`src/rtl/wdt_pkg.sv`:
```
package wdt_pkg;
  typedef enum logic {PH_COUNT = 1'b0, PH_GRACE = 1'b1} wdt_phase_e;
endpackage

```
`src/rtl/wdt_period_dec.sv`:
```
module wdt_period_dec #(
  parameter int BASE_EXP = 15,
  parameter int STEP_EXP = 3,
  parameter int CW       = BASE_EXP + 3 * STEP_EXP
) (
  input  logic [1:0]    sel_i,
  output logic [CW-1:0] term_o
);
  logic [CW-1:0] term_tbl [4];

  for (genvar g = 0; g < 4; g++) begin : g_term
    localparam int EXP = BASE_EXP + STEP_EXP * g;
    assign term_tbl[g] = CW'((64'd1 << EXP) - 64'd1);
  end

  assign term_o = term_tbl[sel_i];
endmodule

```
`src/rtl/wdt_core.sv`:
```
module wdt_core
  import wdt_pkg::*;
#(
  parameter int BASE_EXP = 15,
  parameter int STEP_EXP = 3,
  parameter int GRACE    = 512,
  parameter int CW       = BASE_EXP + 3 * STEP_EXP
) (
  input  logic       clk_i,
  input  logic       rst_ni,
  input  logic       en_i,
  input  logic       restart_i,
  input  logic [1:0] period_sel_i,
  output logic       timeout_o,
  output logic       in_grace_o,
  output logic       rst_req_o
);
  localparam logic [CW-1:0] GRACE_LAST = CW'(GRACE - 1);

  wdt_phase_e    phase_q;
  logic [CW-1:0] cnt_q;
  logic [1:0]    sel_q;
  logic [CW-1:0] term;
  logic          grace_end;

  wdt_period_dec #(
    .BASE_EXP(BASE_EXP),
    .STEP_EXP(STEP_EXP),
    .CW      (CW)
  ) u_dec (
    .sel_i (sel_q),
    .term_o(term)
  );

  // timeout and grace-end are only live when nothing overrides the count
  assign timeout_o  = en_i && !restart_i && (phase_q == PH_COUNT) && (cnt_q == term);
  assign grace_end  = en_i && !restart_i && (phase_q == PH_GRACE) && (cnt_q == GRACE_LAST);
  assign in_grace_o = (phase_q == PH_GRACE);

  always_ff @(posedge clk_i or negedge rst_ni) begin
    if (!rst_ni) begin
      phase_q   <= PH_COUNT;
      cnt_q     <= '0;
      sel_q     <= 2'b00;
      rst_req_o <= 1'b0;
    end else begin
      rst_req_o <= grace_end;
      if (restart_i) begin
        phase_q <= PH_COUNT;
        cnt_q   <= '0;
        sel_q   <= period_sel_i;
      end else if (!en_i) begin
        phase_q <= PH_COUNT;
        cnt_q   <= '0;
      end else if (timeout_o) begin
        phase_q <= PH_GRACE;
        cnt_q   <= '0;
      end else if (grace_end) begin
        phase_q <= PH_COUNT;
        cnt_q   <= '0;
        sel_q   <= period_sel_i;
      end else begin
        cnt_q <= cnt_q + 1'b1;
      end
    end
  end
endmodule

```
`src/rtl/wdt_irq_flag.sv`:
```
module wdt_irq_flag (
  input  logic clk_i,
  input  logic rst_ni,
  input  logic set_i,
  input  logic clr_i,
  input  logic irq_en_i,
  output logic flag_o,
  output logic irq_o
);
  always_ff @(posedge clk_i or negedge rst_ni) begin
    if (!rst_ni)     flag_o <= 1'b0;
    else if (set_i)  flag_o <= 1'b1;  // set beats clear
    else if (clr_i)  flag_o <= 1'b0;
  end

  assign irq_o = flag_o & irq_en_i;
endmodule

```
`src/rtl/wdt_two_stage.sv`:
```
module wdt_two_stage #(
  parameter int BASE_EXP = 15,
  parameter int STEP_EXP = 3,
  parameter int GRACE    = 512
) (
  input  logic       clk_i,
  input  logic       rst_ni,
  input  logic       en_i,
  input  logic [1:0] period_sel_i,
  input  logic       irq_en_i,
  input  logic       restart_i,
  input  logic       irq_clr_i,
  output logic       irq_flag_o,
  output logic       irq_o,
  output logic       rst_req_o
);
  localparam int CW = BASE_EXP + 3 * STEP_EXP;

  logic timeout;
  logic in_grace;

  wdt_core #(
    .BASE_EXP(BASE_EXP),
    .STEP_EXP(STEP_EXP),
    .GRACE   (GRACE),
    .CW      (CW)
  ) u_core (
    .clk_i       (clk_i),
    .rst_ni      (rst_ni),
    .en_i        (en_i),
    .restart_i   (restart_i),
    .period_sel_i(period_sel_i),
    .timeout_o   (timeout),
    .in_grace_o  (in_grace),
    .rst_req_o   (rst_req_o)
  );

  wdt_irq_flag u_flag (
    .clk_i   (clk_i),
    .rst_ni  (rst_ni),
    .set_i   (timeout),
    .clr_i   (irq_clr_i),
    .irq_en_i(irq_en_i),
    .flag_o  (irq_flag_o),
    .irq_o   (irq_o)
  );
endmodule

```
`config.mk`:
```
export PLATFORM = sky130hd
export DESIGN_NAME = wdt_two_stage
export DESIGN_NICKNAME = d
export VERILOG_FILES = /design/src/rtl/wdt_pkg.sv /design/src/rtl/wdt_period_dec.sv /design/src/rtl/wdt_core.sv /design/src/rtl/wdt_irq_flag.sv /design/src/rtl/wdt_two_stage.sv
export SDC_FILE = /design/constraint.sdc
export NUM_CORES = 1
export LEC_CHECK = 0
export BUFFER_PORTS_ARGS = -buffer_cell sky130_fd_sc_hd__buf_4
export CAP_MARGIN = 30
export CORE_UTILIZATION = 55
export CTS_BUF_LIST = sky130_fd_sc_hd__clkbuf_16
export DETAILED_ROUTE_END_ITERATION = 10
export PLACE_DENSITY_LB_ADDON = 0.12
export SLEW_MARGIN = 25
export SYNTH_ARGS = -nofsm -noshare
export SYNTH_HDL_FRONTEND = slang
export SYNTH_SLANG_ARGS = --single-unit
```
`constraint.sdc`:
```
create_clock -name clk_i -period 3.2 [get_ports clk_i]
set_input_delay 0.32 -clock clk_i [delete_from_list [all_inputs] [get_ports clk_i]]
set_output_delay 0.32 -clock clk_i [all_outputs]
set_load 0.01 [all_outputs]
```
---- Word level (Yosys, flattened, before mapping) ----
Index checks and enable logic that the tools add are counted.
word-level totals
  bits in registers ....................... 29
  input port bits ......................... 8
  logic and storage cells ................. 41
operators by class
  multiplexer cells ....................... 17
  eq/ne operators ......................... 4
  add/sub/neg operators ................... 1
  reductions and logical operators ........ 10
  bitwise logic cells ..................... 3
  magnitude comparators ................... 1
operator list
  operator                 number
  $mux W24                 6
  $bmux W24 S2             1
  $add A24 B1 Y24 const B  1
  $eq A24 B24 Y1           1
  $eq A24 B9 Y1 const B    1
  $mux W2                  4
  $mux W1                  6
  $reduce_bool A2 Y1       3
  $logic_and A1 B1 Y1      5
  $ne A4 B1 Y1 const B     1
  $ge A3 B3 Y1 const B     1
  $not A2 Y3               1
  $reduce_and A3 Y1        1
  $ne A2 B2 Y1 const B     1
  $and A1 B1 Y1            1
  $logic_not A1 Y1         1
  $not A1 Y1               1

---- Longest topological paths before layout ----
Gate-level depths: netlist (run 1).
  word-level depth ........................ 9
  depth in mapped cells ................... 7
  mapped depth without buffers ............ 6

---- By module ----
From an unflattened synthesis (run 1), not the netlist that was laid out.
unflattened totals
  cells, all modules ...................... 198
  area total of the unflattened synthesis .. 1893.1 um^2
by module, submodules not included
  module          sequential area each (um^2)  cells an instance  area each (um^2)  times used
  wdt_core        700.7                        169                1667.8            1
  wdt_period_dec  0.0                          25                 182.7             1
  wdt_irq_flag    25.0                         4                  42.5              1

---- Worst setup path after synthesis (run 1) ----
OpenSTA, ideal clock, no wires.
  path kind ............................... flip-flop to flip-flop
  from .................................... register u_core.cnt_q[18]
  to ...................................... register u_core.cnt_q[11]
  cell stages (with the launch flop) ...... 7
  setup time .............................. 0.119 ns
  data required time ...................... 3.081 ns
  slack ................................... 1.419 ns
  data arrival time ....................... 1.662 ns
  path through ............................ dfrtp_1 > or3_1 > a211o_1 > a221oi_2 > a21o_4 > buf_6 > nor2_1
between the ends
  cells in the longest elaborated chain, start to end .. 6
  elaborated cells between the ends (all ways) .. 8
  classes of those cells .................. eq/ne: 2; mux: 4; reduce/logical: 2
RTL lines
  element                   RTL line        source
  start: declaration        wdt_core.sv:21  logic [CW-1:0] cnt_q;
  start signal: assignment  wdt_core.sv:63  cnt_q <= cnt_q + 1'b1;
  $eq A24 B9 Y1             wdt_core.sv:37  assign grace_end = en_i && !restart_i && (phase_q == PH_GRACE) && (cnt_q == GRACE_LAST);
  $logic_and A1 B1 Y1       wdt_core.sv:37
  $mux W24                  wdt_core.sv:58  end else if (grace_end) begin
  $mux W24 *                wdt_core.sv:55  end else if (timeout_o) begin
  $mux W24 *                wdt_core.sv:52  end else if (!en_i) begin
  $mux W24 *                wdt_core.sv:48  if (restart_i) begin
Every way passes the cells marked *; elsewhere a longest branch is shown, timed or not.
A chain may end at the register's enable or synchronous reset.

---- Final worst setup path (run 1) ----
  from .................................... register u_core.cnt_q[0]
  to ...................................... register u_core.cnt_q[22]
between the ends
  cells in the longest elaborated chain, start to end .. 6
  elaborated cells between the ends (all ways) .. 9
  classes of those cells .................. add/sub: 1; eq/ne: 2; mux: 4; reduce/logical: 2
RTL lines
  element                                                                  RTL line
  parallel branches: the longest is 3 deep, another holds $add A24 B1 Y24  n/a
  $mux W24 *                                                               wdt_core.sv:55
  $mux W24 *                                                               wdt_core.sv:52
  $mux W24 *                                                               wdt_core.sv:48
Mark *: on every way between the ends.

==> results_dict.tcl, run 1 <==
set metrics [dict create \
    area_delta_synth_final_pct 14.4 \
    rr_worst_depth 6 \
    cts_max_level 2 \
    cts_setup_buffers 0 \
    place_hpwl_um 2030 \
    hp-start "irq_clr_i" \
    cts_buffers 5 \
    drt_iter0_drc 54 \
    synth_edf_count 0 \
    vias 1200 \
    required_ns 3.34 \
    std_cell_rows 18 \
    fin_crit_sh_pct 61.1 \
    end_kind "flip-flop" \
    hold_viol 0 \
    tightest_slew_ns 0.647 \
    num_io_pins 11 \
    setup.worst_path.start_class "flip-flop" \
    slew_violations 0 \
    worstPathMaxFanout 6 \
    cellLeakagePower_nw 0.689 \
    cts.sinks 29 \
    grt_pass1_wl_um 5230 \
    pwr_density_cell_nw_per_um2 467 \
    rsz0062_at_grt "no" \
    finClkSkew_ns 0.00451 \
    hp-class "in2reg" \
    cpMaxStageDelayCell "or3_1" \
    synthCells 162 \
    syn_nets 171 \
    fp.dieH_um 55.3 \
    drc_errors 0 \
    place_area_sq_um 1640 \
    fin_nets 185 \
    worst-setup-path-type "reg2reg" \
    routabilityCongestion 0.800 \
    critPathTopFamily "simple AND/OR/NAND/NOR gates" \
    synthArstFlopShare_pct 100 \
    clock_latency_ns 0.27 \
    clock_path_buffers 2 \
    dieArea_sq_um 3050 \
    grt_pass1_vias 1186 \
    period_minus_slack_ns 1.95 \
    critPathMaxStageDelay_ns 0.43 \
    whs_endpoint "u_flag.flag_o$_DFFE_PN0P_" \
    ys.flop_type "dfrtp_1" \
    ys_seq_area_share_pct 46.5 \
    portBuffers 10 \
    post_drt_via_cell_ratio 5.83 \
    syn_area_per_cell_sq_um 9.63 \
    track_usage_pct 22.3 \
    grt_max_degree 30 \
    postRouteAntennaNets 0 \
    holdPathStages 2 \
    critPathBufInv 0 \
    cap_viol_max_count 0 \
    vdd_drop_max_uv 562 \
    grt_remaining_overflow 0 \
    total_power_uw 832 \
    fp.dieW_um 55.3 \
    status "finished clean" \
    mostFrequentLayoutCell "nor2_1" \
    drt_wl_total_um 3000 \
    start_util_pct 60.8 \
    crit-reg2reg-capture "u_core.cnt_q[22]$_DFF_PN0_" \
    wire_per_inst_um 14.5 \
    setup_viol_count_final 0 \
    drive_gt1_share_pct 14.2 \
    cts_tree "yes" \
    cp_cell_sequence "ha_1, nand3_2, or3_1, nor4_1, xnor2_1, nor2_1" \
    cts_root_buf "clkbuf_16" \
    finalSetupTns_ns 0 \
    final_cell_area_sq_um 1780 \
    syn_area_sq_um 1560 \
    final_cell_mix "nor2_1 (30), dfrtp_1 (29), xnor2_1 (19)" \
    slew_headroom_pct 56.9 \
    ys_types 32 \
    ys_ff_latch 29 \
    path_clk_slew_ns 0.05 \
    dr.pass1.iters 4 \
    r2r_start "u_core.cnt_q[0]$_DFF_PN0_" \
    cp.arrival_ns 2.09 \
    max_freq_mhz 512 \
    r2r_slack_ns 1.25 \
    fin_util_pct 69.5 \
    antenna_found_initial 0 \
    n_antenna_cell 0 \
    yosysWarnings 0 \
    core_area_sq_um 2570 \
]
-- cells by family after synthesis --
logic type / Yosys count / share of synthesized area (%)
adder cells (fa/ha/maj): 1 / 0.802
AO/OA/AOI/OAI: 8 / 4.73
buffers and inverters: 11 / 3.69
AND/OR/NAND/NOR: 89 / 30.5
multiplexers: 2 / 1.44
XOR/XNOR: 22 / 12.3
flip-flops: 29 / 46.5
-- report_power, final --
group	internal (mW)	total, mW	switching [mW]
Sequential	0.372	0.378	0.00646
Clock	0.276	0.421	0.145
Combinational	0.0142	0.0333	0.0191
Total	0.662	0.832	0.171
-- area by class of cell --
type,count,area (sq um)
tap,30,37.5
timing repair buffer,11,85.1
clock buffer,5,125
sequential,29,726
fill,209,783
inverter,7,26.3
multi-input combinational,122,777
clock inverter,2,7.51
-- sequential cells by signal (all words and copies together), names as in the netlist --
name	flops
u_core.in_grace_o	1
u_core.cnt_q	24
u_core.rst_req_o	1
u_core.sel_q	2
u_flag.flag_o	1
-- metrics by stage --
step           std cells  setup WS (ns)  hold WS [ns]
5_1_grt              206           1.09         0.231
4_1_cts              206           1.26         0.217
6_report             206           1.25         0.218
3_5_place_dp         198           1.27         0.264
3_3_place_gp         198           1.26         0.255
2_1_floorplan        162           1.42        0.0244
-- worst max-delay path by stage --
stage | startpoint | to | slack (ns) | cells after the start
final | u_core.cnt_q[0]$_DFF_PN0_ | u_core.cnt_q[22]$_DFF_PN0_ | 1.25 | 6
after CTS | u_core.cnt_q[0]$_DFF_PN0_ | u_core.cnt_q[22]$_DFF_PN0_ | 1.26 | 6
after global placement | u_core.cnt_q[0]$_DFF_PN0_ | u_core.cnt_q[20]$_DFF_PN0_ | 1.26 | 6
after floorplan | u_core.cnt_q[18]$_DFF_PN0_ | u_core.cnt_q[11]$_DFF_PN0_ | 1.42 | 6
after detailed placement | u_core.cnt_q[0]$_DFF_PN0_ | u_core.cnt_q[22]$_DFF_PN0_ | 1.27 | 6
after global routing | u_core.cnt_q[0]$_DFF_PN0_ | u_core.cnt_q[20]$_DFF_PN0_ | 1.09 | 6
-- routing by layer --
metal / share of wire [%] / vias up / track usage, %
met3: 3.6 / 8 / 6.56
met5: 0 / - / 0
met4: 2.1 / 0 / 12.1
li1: - / 593 / -
met2: 46 / 20 / 33.6
met1: 48 / 579 / 28.8
-- cell usage after synthesis, types with 2 or more instances --
library cell | instances | area, sq um
nand4_1 | 4 | 25.0
inv_1 | 7 | 26.3
nor4_1 | 7 | 43.8
nand3_1 | 8 | 40.0
mux2_2 | 2 | 22.5
buf_6 | 2 | 22.5
and3_1 | 4 | 25.0
nand3_2 | 2 | 20.0
or3_1 | 4 | 25.0
nor3_1 | 9 | 45.0
o21ai_0 | 2 | 10.0
nor2_1 | 30 | 113
nand2b_1 | 2 | 12.5
xnor2_1 | 19 | 166
and4_1 | 2 | 17.5
xor2_1 | 3 | 26.3
nor4_2 | 3 | 37.5
dfrtp_1 | 29 | 726
nand2_1 | 10 | 37.5
-- timing repair --
item                                    CTS  global route
hold endpoints to repair                 29             0
hold buffers                              1             0
endpoints found under the setup margin    0             0
resized for setup                         0             0
-- worst reg2reg max path, cell delays in order, from the launching register on --
cell,delay [ns]
dfrtp_1,0.40
ha_1,0.24
nand3_2,0.16
or3_1,0.43
nor4_1,0.37
xnor2_1,0.17
nor2_1,0.05
(Power assumes the default switching activity.)
==> inputs of run 2 (changes only) <==
Clock period 3.2 ns to 1.8 ns, I/O delays scaled along.
==> run 2 against run 1 <==
Against the previous run: the flow now finishes with violations (setup timing); die area did not move; sequential power up 78%; cell count rose by 9.2%; setup slack got worse by 1.3 ns; global-route usage up 4.1 points; clock skew hardly changed; flip-flop and latch count did not move; routed wire length up 33%; fmax increased by 3.1%; critical path type unchanged; largest cell class unchanged.
==> results_dict.tcl, run 2 (synthesized netlist as in run 1, its figures left out) <==
set metrics [dict create \
    drt_iter0_drc 77 \
    power_frac_seq_pct 44.3 \
    total_power_mw 1.51 \
    grt_pass1_vias 1374 \
    met2_wirelength_um 1870 \
    hold_viol 0 \
    tightest_slew_ns 0.508 \
    postRouteAntennaNets 0 \
    maxUsedRoutingLayer "met4" \
    setup_viol_count_final 17 \
    wire_per_inst_um 17.7 \
    rr_worst_depth 6 \
    p_int_mw 1.19 \
    finalNonFillerCells 225 \
    place_hpwl_um 2430 \
    hp-start "irq_clr_i" \
    cts.sinks 29 \
    wl_met3_um 288 \
    cts_root_buf "clkbuf_16" \
    crit-reg2reg-capture "u_core.cnt_q[0]$_DFF_PN0_" \
    period_minus_slack_ns 1.89 \
    cts_buffers 5 \
    final_cell_mix "dfrtp_1 (29), buf_4 (27), nor2_1 (25)" \
    cts_max_level 2 \
    r2r_start "u_core.cnt_q[17]$_DFF_PN0_" \
    hp-class "in2reg" \
    drive_gt1_share_pct 31.8 \
    vdd_drop_max_uv 865 \
    mostFrequentLayoutCell "dfrtp_1" \
    required_ns 1.96 \
    status "finished with violations" \
    worst-setup-path-type "reg2reg" \
    post_drt_via_cell_ratio 6.22 \
    grt_max_degree 30 \
    n_antenna_cell 0 \
    critPathTopFamily "compound AO/OA/AOI/OAI gates" \
    cp_cell_sequence "buf_4, nor4_1, o211ai_1, a221oi_4, a21o_4, nor2_1" \
    p_sw_uw 325 \
    dr.pass1.iters 5 \
    rsz0062_at_grt "yes" \
    violations "setup timing" \
    cpMaxStageDelayCell "dfrtp_1" \
    routabilityCongestion 0.896 \
    path_clk_slew_ns 0.05 \
    largest_reg_flops 24 \
    worst_slack_ns -0.0947 \
    grt_pass1_wl_um 6150 \
    cap_viol_max_count 0 \
    whs_endpoint "u_flag.flag_o$_DFFE_PN0P_" \
    slew_headroom_pct 66.1 \
    cp.arrival_ns 2.05 \
    critPathMaxStageDelay_ns 0.41 \
    pwr-share-clk_pct 50.7 \
    dp_cells 213 \
    fp.dieW_um 55.3 \
    vias 1400 \
    worstPathMaxFanout 7 \
    top_register "u_core.cnt_q" \
    swShare_pct 21.5 \
    start_util_pct 60.8 \
    holdPathStages 2 \
    antenna_found_initial 0 \
    grt_remaining_overflow 0 \
    critPathBufInv 1 \
    num_io_pins 11 \
    portBuffers 10 \
    drc_errors 0 \
    end_kind "flip-flop" \
    max_freq_mhz 528 \
    cts_tree "yes" \
    area_delta_synth_final_pct 32.2 \
    fp.dieH_um 55.3 \
    reg_top3 "u_core.cnt_q: 24 flops, u_core.sel_q: 2 flops" \
    finClkSkew_ns 0.00479 \
    fin_nets 203 \
    fin_crit_sh_pct 105 \
    pwr-share-comb_pct 5.0 \
    track_usage_pct 26.4 \
    clock_latency_ns 0.27 \
    fin_util_pct 80.4 \
    r2r_slack_ns -0.09 \
    slew_violations 0 \
    setup.worst_path.start_class "flip-flop" \
    core_area_sq_um 2570 \
    pwr_density_cell_nw_per_um2 734 \
    clock_path_buffers 2 \
    cellLeakagePower_nw 0.836 \
    wl_met1_um 1620 \
    std_cell_rows 18 \
    dieArea_sq_um 3050 \
    drt_wl_total_um 3990 \
]
run 2: cell count changes in the layout (fill, tap and decap cells not counted), moves of 4 or more:
cell	before	now
buf_4	10	27
nor2_1	30	25
nor2_2	0	4
nor4_1	7	3
run 2: timing repair:
| action | CTS | global route |
|---|---|---|
| endpoints found under the hold margin | 29 | 0 |
| gates resized for setup | 1 | 24 |
| hold buffers | 1 | 0 |
| buffers inserted | 0 | 2 |
| pin swaps | 0 | 11 |
| cloned | 0 | 1 |
| setup endpoints to repair | 17 | 18 |
run 2: how the worst max path moves through the flow:
| stage | depth (start not counted) | to | startpoint |
|---|---|---|---|
| 2_1_floorplan | 6 | u_core.cnt_q[11]$_DFF_PN0_ | u_core.cnt_q[18]$_DFF_PN0_ |
| 3_3_place_gp | 5 | u_core.cnt_q[17]$_DFF_PN0_ | u_core.cnt_q[21]$_DFF_PN0_ |
| 3_5_place_dp | 5 | u_core.cnt_q[5]$_DFF_PN0_ | u_core.cnt_q[21]$_DFF_PN0_ |
| 4_1_cts | 6 | u_core.cnt_q[22]$_DFF_PN0_ | u_core.cnt_q[1]$_DFF_PN0_ |
| 5_1_grt | 6 | u_core.cnt_q[3]$_DFF_PN0_ | u_core.cnt_q[16]$_DFF_PN0_ |
| 6_report | 6 | u_core.cnt_q[0]$_DFF_PN0_ | u_core.cnt_q[17]$_DFF_PN0_ |
run 2: worst reg2reg max path, stage by stage, from the launching register on:
cell and delay, ns:
dfrtp_1 0.41, buf_4 0.16, nor4_1 0.37, o211ai_1 0.21
a221oi_4 0.31, a21o_4 0.25, nor2_1 0.06
run 2: layout make-up:
type	instances	area (sq um)
clock inverter	3	12.5
sequential	29	726
clock buffer	5	125
fill	162	504
inverter	7	26.3
multi-input combinational	123	923
tap	30	37.5
timing repair buffer	28	213
run 2: layer usage:
metal | GRT usage (%) | vias to the layer above
li1 | - | 630
met1 | 31.7 | 673
met2 | 43.4 | 71
met3 | 7.96 | 26
met4 | 12.5 | 0
met5 | 0 | -
run 2: metrics by stage:
stage | instance area, sq um | hold slack [ns] | worst slack [ns] | TNS [ns]
floorplan | 1560 | -0.116 | 0.0189 | 0
global placement | 1750 | 0.117 | -0.0303 | -0.369
detailed placement | 1750 | 0.123 | -0.0838 | -1.12
CTS | 1910 | 0.107 | -0.0489 | -0.194
global route | 2060 | 0.115 | -0.225 | -3.57
finish | 2060 | 0.0983 | -0.0947 | -1.03
run 2: power by group through the flow:
stage                     Clock, mW  Sequential (mW)  Combinational (mW)
after floorplan                   0            0.678              0.0305
after global placement            0            0.680              0.0602
after detailed placement          0            0.680              0.0626
after CTS                     0.778            0.670              0.0651
after global routing          0.804            0.672              0.0842
final                         0.767            0.671              0.0754
==> inputs of run 3 (changes only) <==
Settings changed: CELL_PAD_IN_SITES_DETAIL_PLACEMENT set to 1, CELL_PAD_IN_SITES_GLOBAL_PLACEMENT set to 2, CORE_UTILIZATION 55 to 38, REMOVE_ABC_BUFFERS set to 1.
==> run 3 against run 2 <==
Against the previous run: the run now ends clean; clock skew rose by 0.00063 ns; fmax rose by 5.7%; global-route usage fell by 2.3 points; critical path type unchanged; highest routed layer unchanged; routed wire length rose by 13%; first-iteration DRC count rose by 40%; worst hold slack got worse by 0.018 ns; clock-buffer cell count did not move.
==> results_dict.tcl, run 3 (synthesized netlist as in run 1, its figures left out) <==
set metrics [dict create \
    slew_violations 0 \
    hold_viol 0 \
    final_cell_mix "buf_4 (38), nor2_1 (29), dfrtp_1 (29)" \
    largest_reg_flops 24 \
    period_minus_slack_ns 1.79 \
    holdWs_ns 0.0801 \
    n_antenna_cell 0 \
    dr.pass1.iters 4 \
    portBuffers 10 \
    area_delta_synth_final_pct 39.9 \
    slew_headroom_pct 67.0 \
    clock_latency_ns 0.27 \
    antenna_found_initial 0 \
    fin_nets 215 \
    postRouteAntennaNets 0 \
    fin_crit_sh_pct 99.6 \
    worst_slack_ns 0.00730 \
    num_io_pins 11 \
    max_freq_mhz 558 \
    std_cell_rows 22 \
    grt_pass1_wl_um 7600 \
    required_ns 1.96 \
    power_frac_seq_pct 44.2 \
    regArea_sq_um 726 \
    pwr_density_cell_nw_per_um2 695 \
    pwr-share-clk_pct 50.9 \
    cellLeakagePower_nw 0.904 \
    cts_buffers 5 \
    place_worst_setup_slack_ns -0.0493 \
    drc_errors 0 \
    p_sw_uw 331 \
    rsz0062_at_grt "yes" \
    place_area_sq_um 1870 \
    setup.worst_path.start_class "flip-flop" \
    end_kind "flip-flop" \
    drive_gt1_share_pct 35.4 \
    fp.dieW_um 66.1 \
    core_area_sq_um 3800 \
    cap_viol_max_count 0 \
    cp.arrival_ns 1.95 \
    vias 1397 \
    grt_max_degree 30 \
    nFillCells 430 \
    track_usage_pct 24.1 \
    cts_root_buf "clkbuf_16" \
    cts_max_level 2 \
    pwr-share-comb_pct 4.9 \
    worstPathMaxFanout 7 \
    final_cell_area_sq_um 2180 \
    wire_per_inst_um 17.8 \
    finalSetupTns_ns 0 \
    swShare_pct 21.8 \
    place_hpwl_um 3010 \
    cts.sinks 29 \
    tightest_slew_ns 0.495 \
    drt_wl_total_um 4510 \
    path_clk_slew_ns 0.05 \
    worst-setup-path-type "reg2reg" \
    p_int_mw 1.18 \
    grt_pass1_vias 1565 \
    vdd_drop_max_uv 488 \
    start_util_pct 41.1 \
    top_register "u_core.cnt_q" \
    status "finished clean" \
    clock_path_buffers 2 \
    finClkSkew_ns 0.00542 \
    grt_remaining_overflow 0 \
    mostFrequentLayoutCell "buf_4" \
    cts_tree "yes" \
    dieArea_sq_um 4370 \
    drt_iter0_drc 108 \
    routabilityCongestion 0.767 \
    fp.dieH_um 66.1 \
    multi_input_area_sq_um 931 \
    post_drt_via_cell_ratio 5.50 \
    fin_util_pct 57.4 \
    setup_viol_count_final 0 \
    reg_top3 "u_core.cnt_q: 24 flops, u_core.sel_q: 2 flops" \
    hp-class "in2reg" \
]
==> run 3: what timing repair did <==
action	CTS	global route
endpoints found under the hold margin	29	0
endpoints found under the setup margin	15	20
cloned	1	0
pin swaps	4	7
gates resized for setup	12	16
hold buffers	1	0
buffers inserted	0	2
==> run 3: per-layer routing <==
layer	vias up	routed length, um	track usage, %
li1	651	-	-
met1	706	1890	28.0
met2	32	2370	42.1
met3	8	187	7.07
met4	0	64	7.71
met5	-	0	0
==> run 3: path summary, 6_finish.rpt <==
path / slack, ns / cells past startpoint / to / start
setup / recovery: 0.007 / 5 / u_core.cnt_q[15]$_DFF_PN0_ / u_core.cnt_q[18]$_DFF_PN0_
hold / removal: 0.08 / 2 / u_flag.flag_o$_DFFE_PN0P_ / irq_clr_i
setup reg to reg: 0.007 / 5 / u_core.cnt_q[15]$_DFF_PN0_ / u_core.cnt_q[18]$_DFF_PN0_
hold reg to reg: 0.56 / 2 / u_core.cnt_q[0]$_DFF_PN0_ / u_core.cnt_q[0]$_DFF_PN0_
max in group asynchronous: 1.14 / 2 / u_core.cnt_q[1]$_DFF_PN0_ / rst_ni
min in group asynchronous: 0.37 / 2 / u_core.cnt_q[10]$_DFF_PN0_ / rst_ni
==> run 3: final cells by class <==
class                   instances  share of cell area (%)
multi-input cells             123                    42.7
flip-flops and latches         29                    33.3
repair buffers                 40                    14.0
clock buffers                   5                    5.73
well taps                      48                    2.75
inverters                       7                    1.20
clock inverters                 2                   0.344
==> run 3: power by group through the flow <==
stage                     registers [mW]  logic, mW  clock network [mW]
final                              0.670     0.0737               0.772
after global placement             0.679     0.0624                   0
after global routing               0.671     0.0829               0.822
after floorplan                    0.678     0.0273                   0
after CTS                          0.669     0.0739               0.788
after detailed placement           0.680     0.0643                   0
==> run 3: critical path, cell delays in order, from the launching register on <==
cell and delay, ns:
dfrtp_1 0.37, or3_4 0.41, a211o_1 0.27, a221oi_4 0.34
a21o_4 0.22, nor2_1 0.06
==> run 3: stage by stage <==
stage | instances | power [mW]
floorplan | 158 | 0.705
global placement | 243 | 0.741
detailed placement | 243 | 0.744
CTS | 252 | 1.53
global route | 254 | 1.58
finish | 254 | 1.52
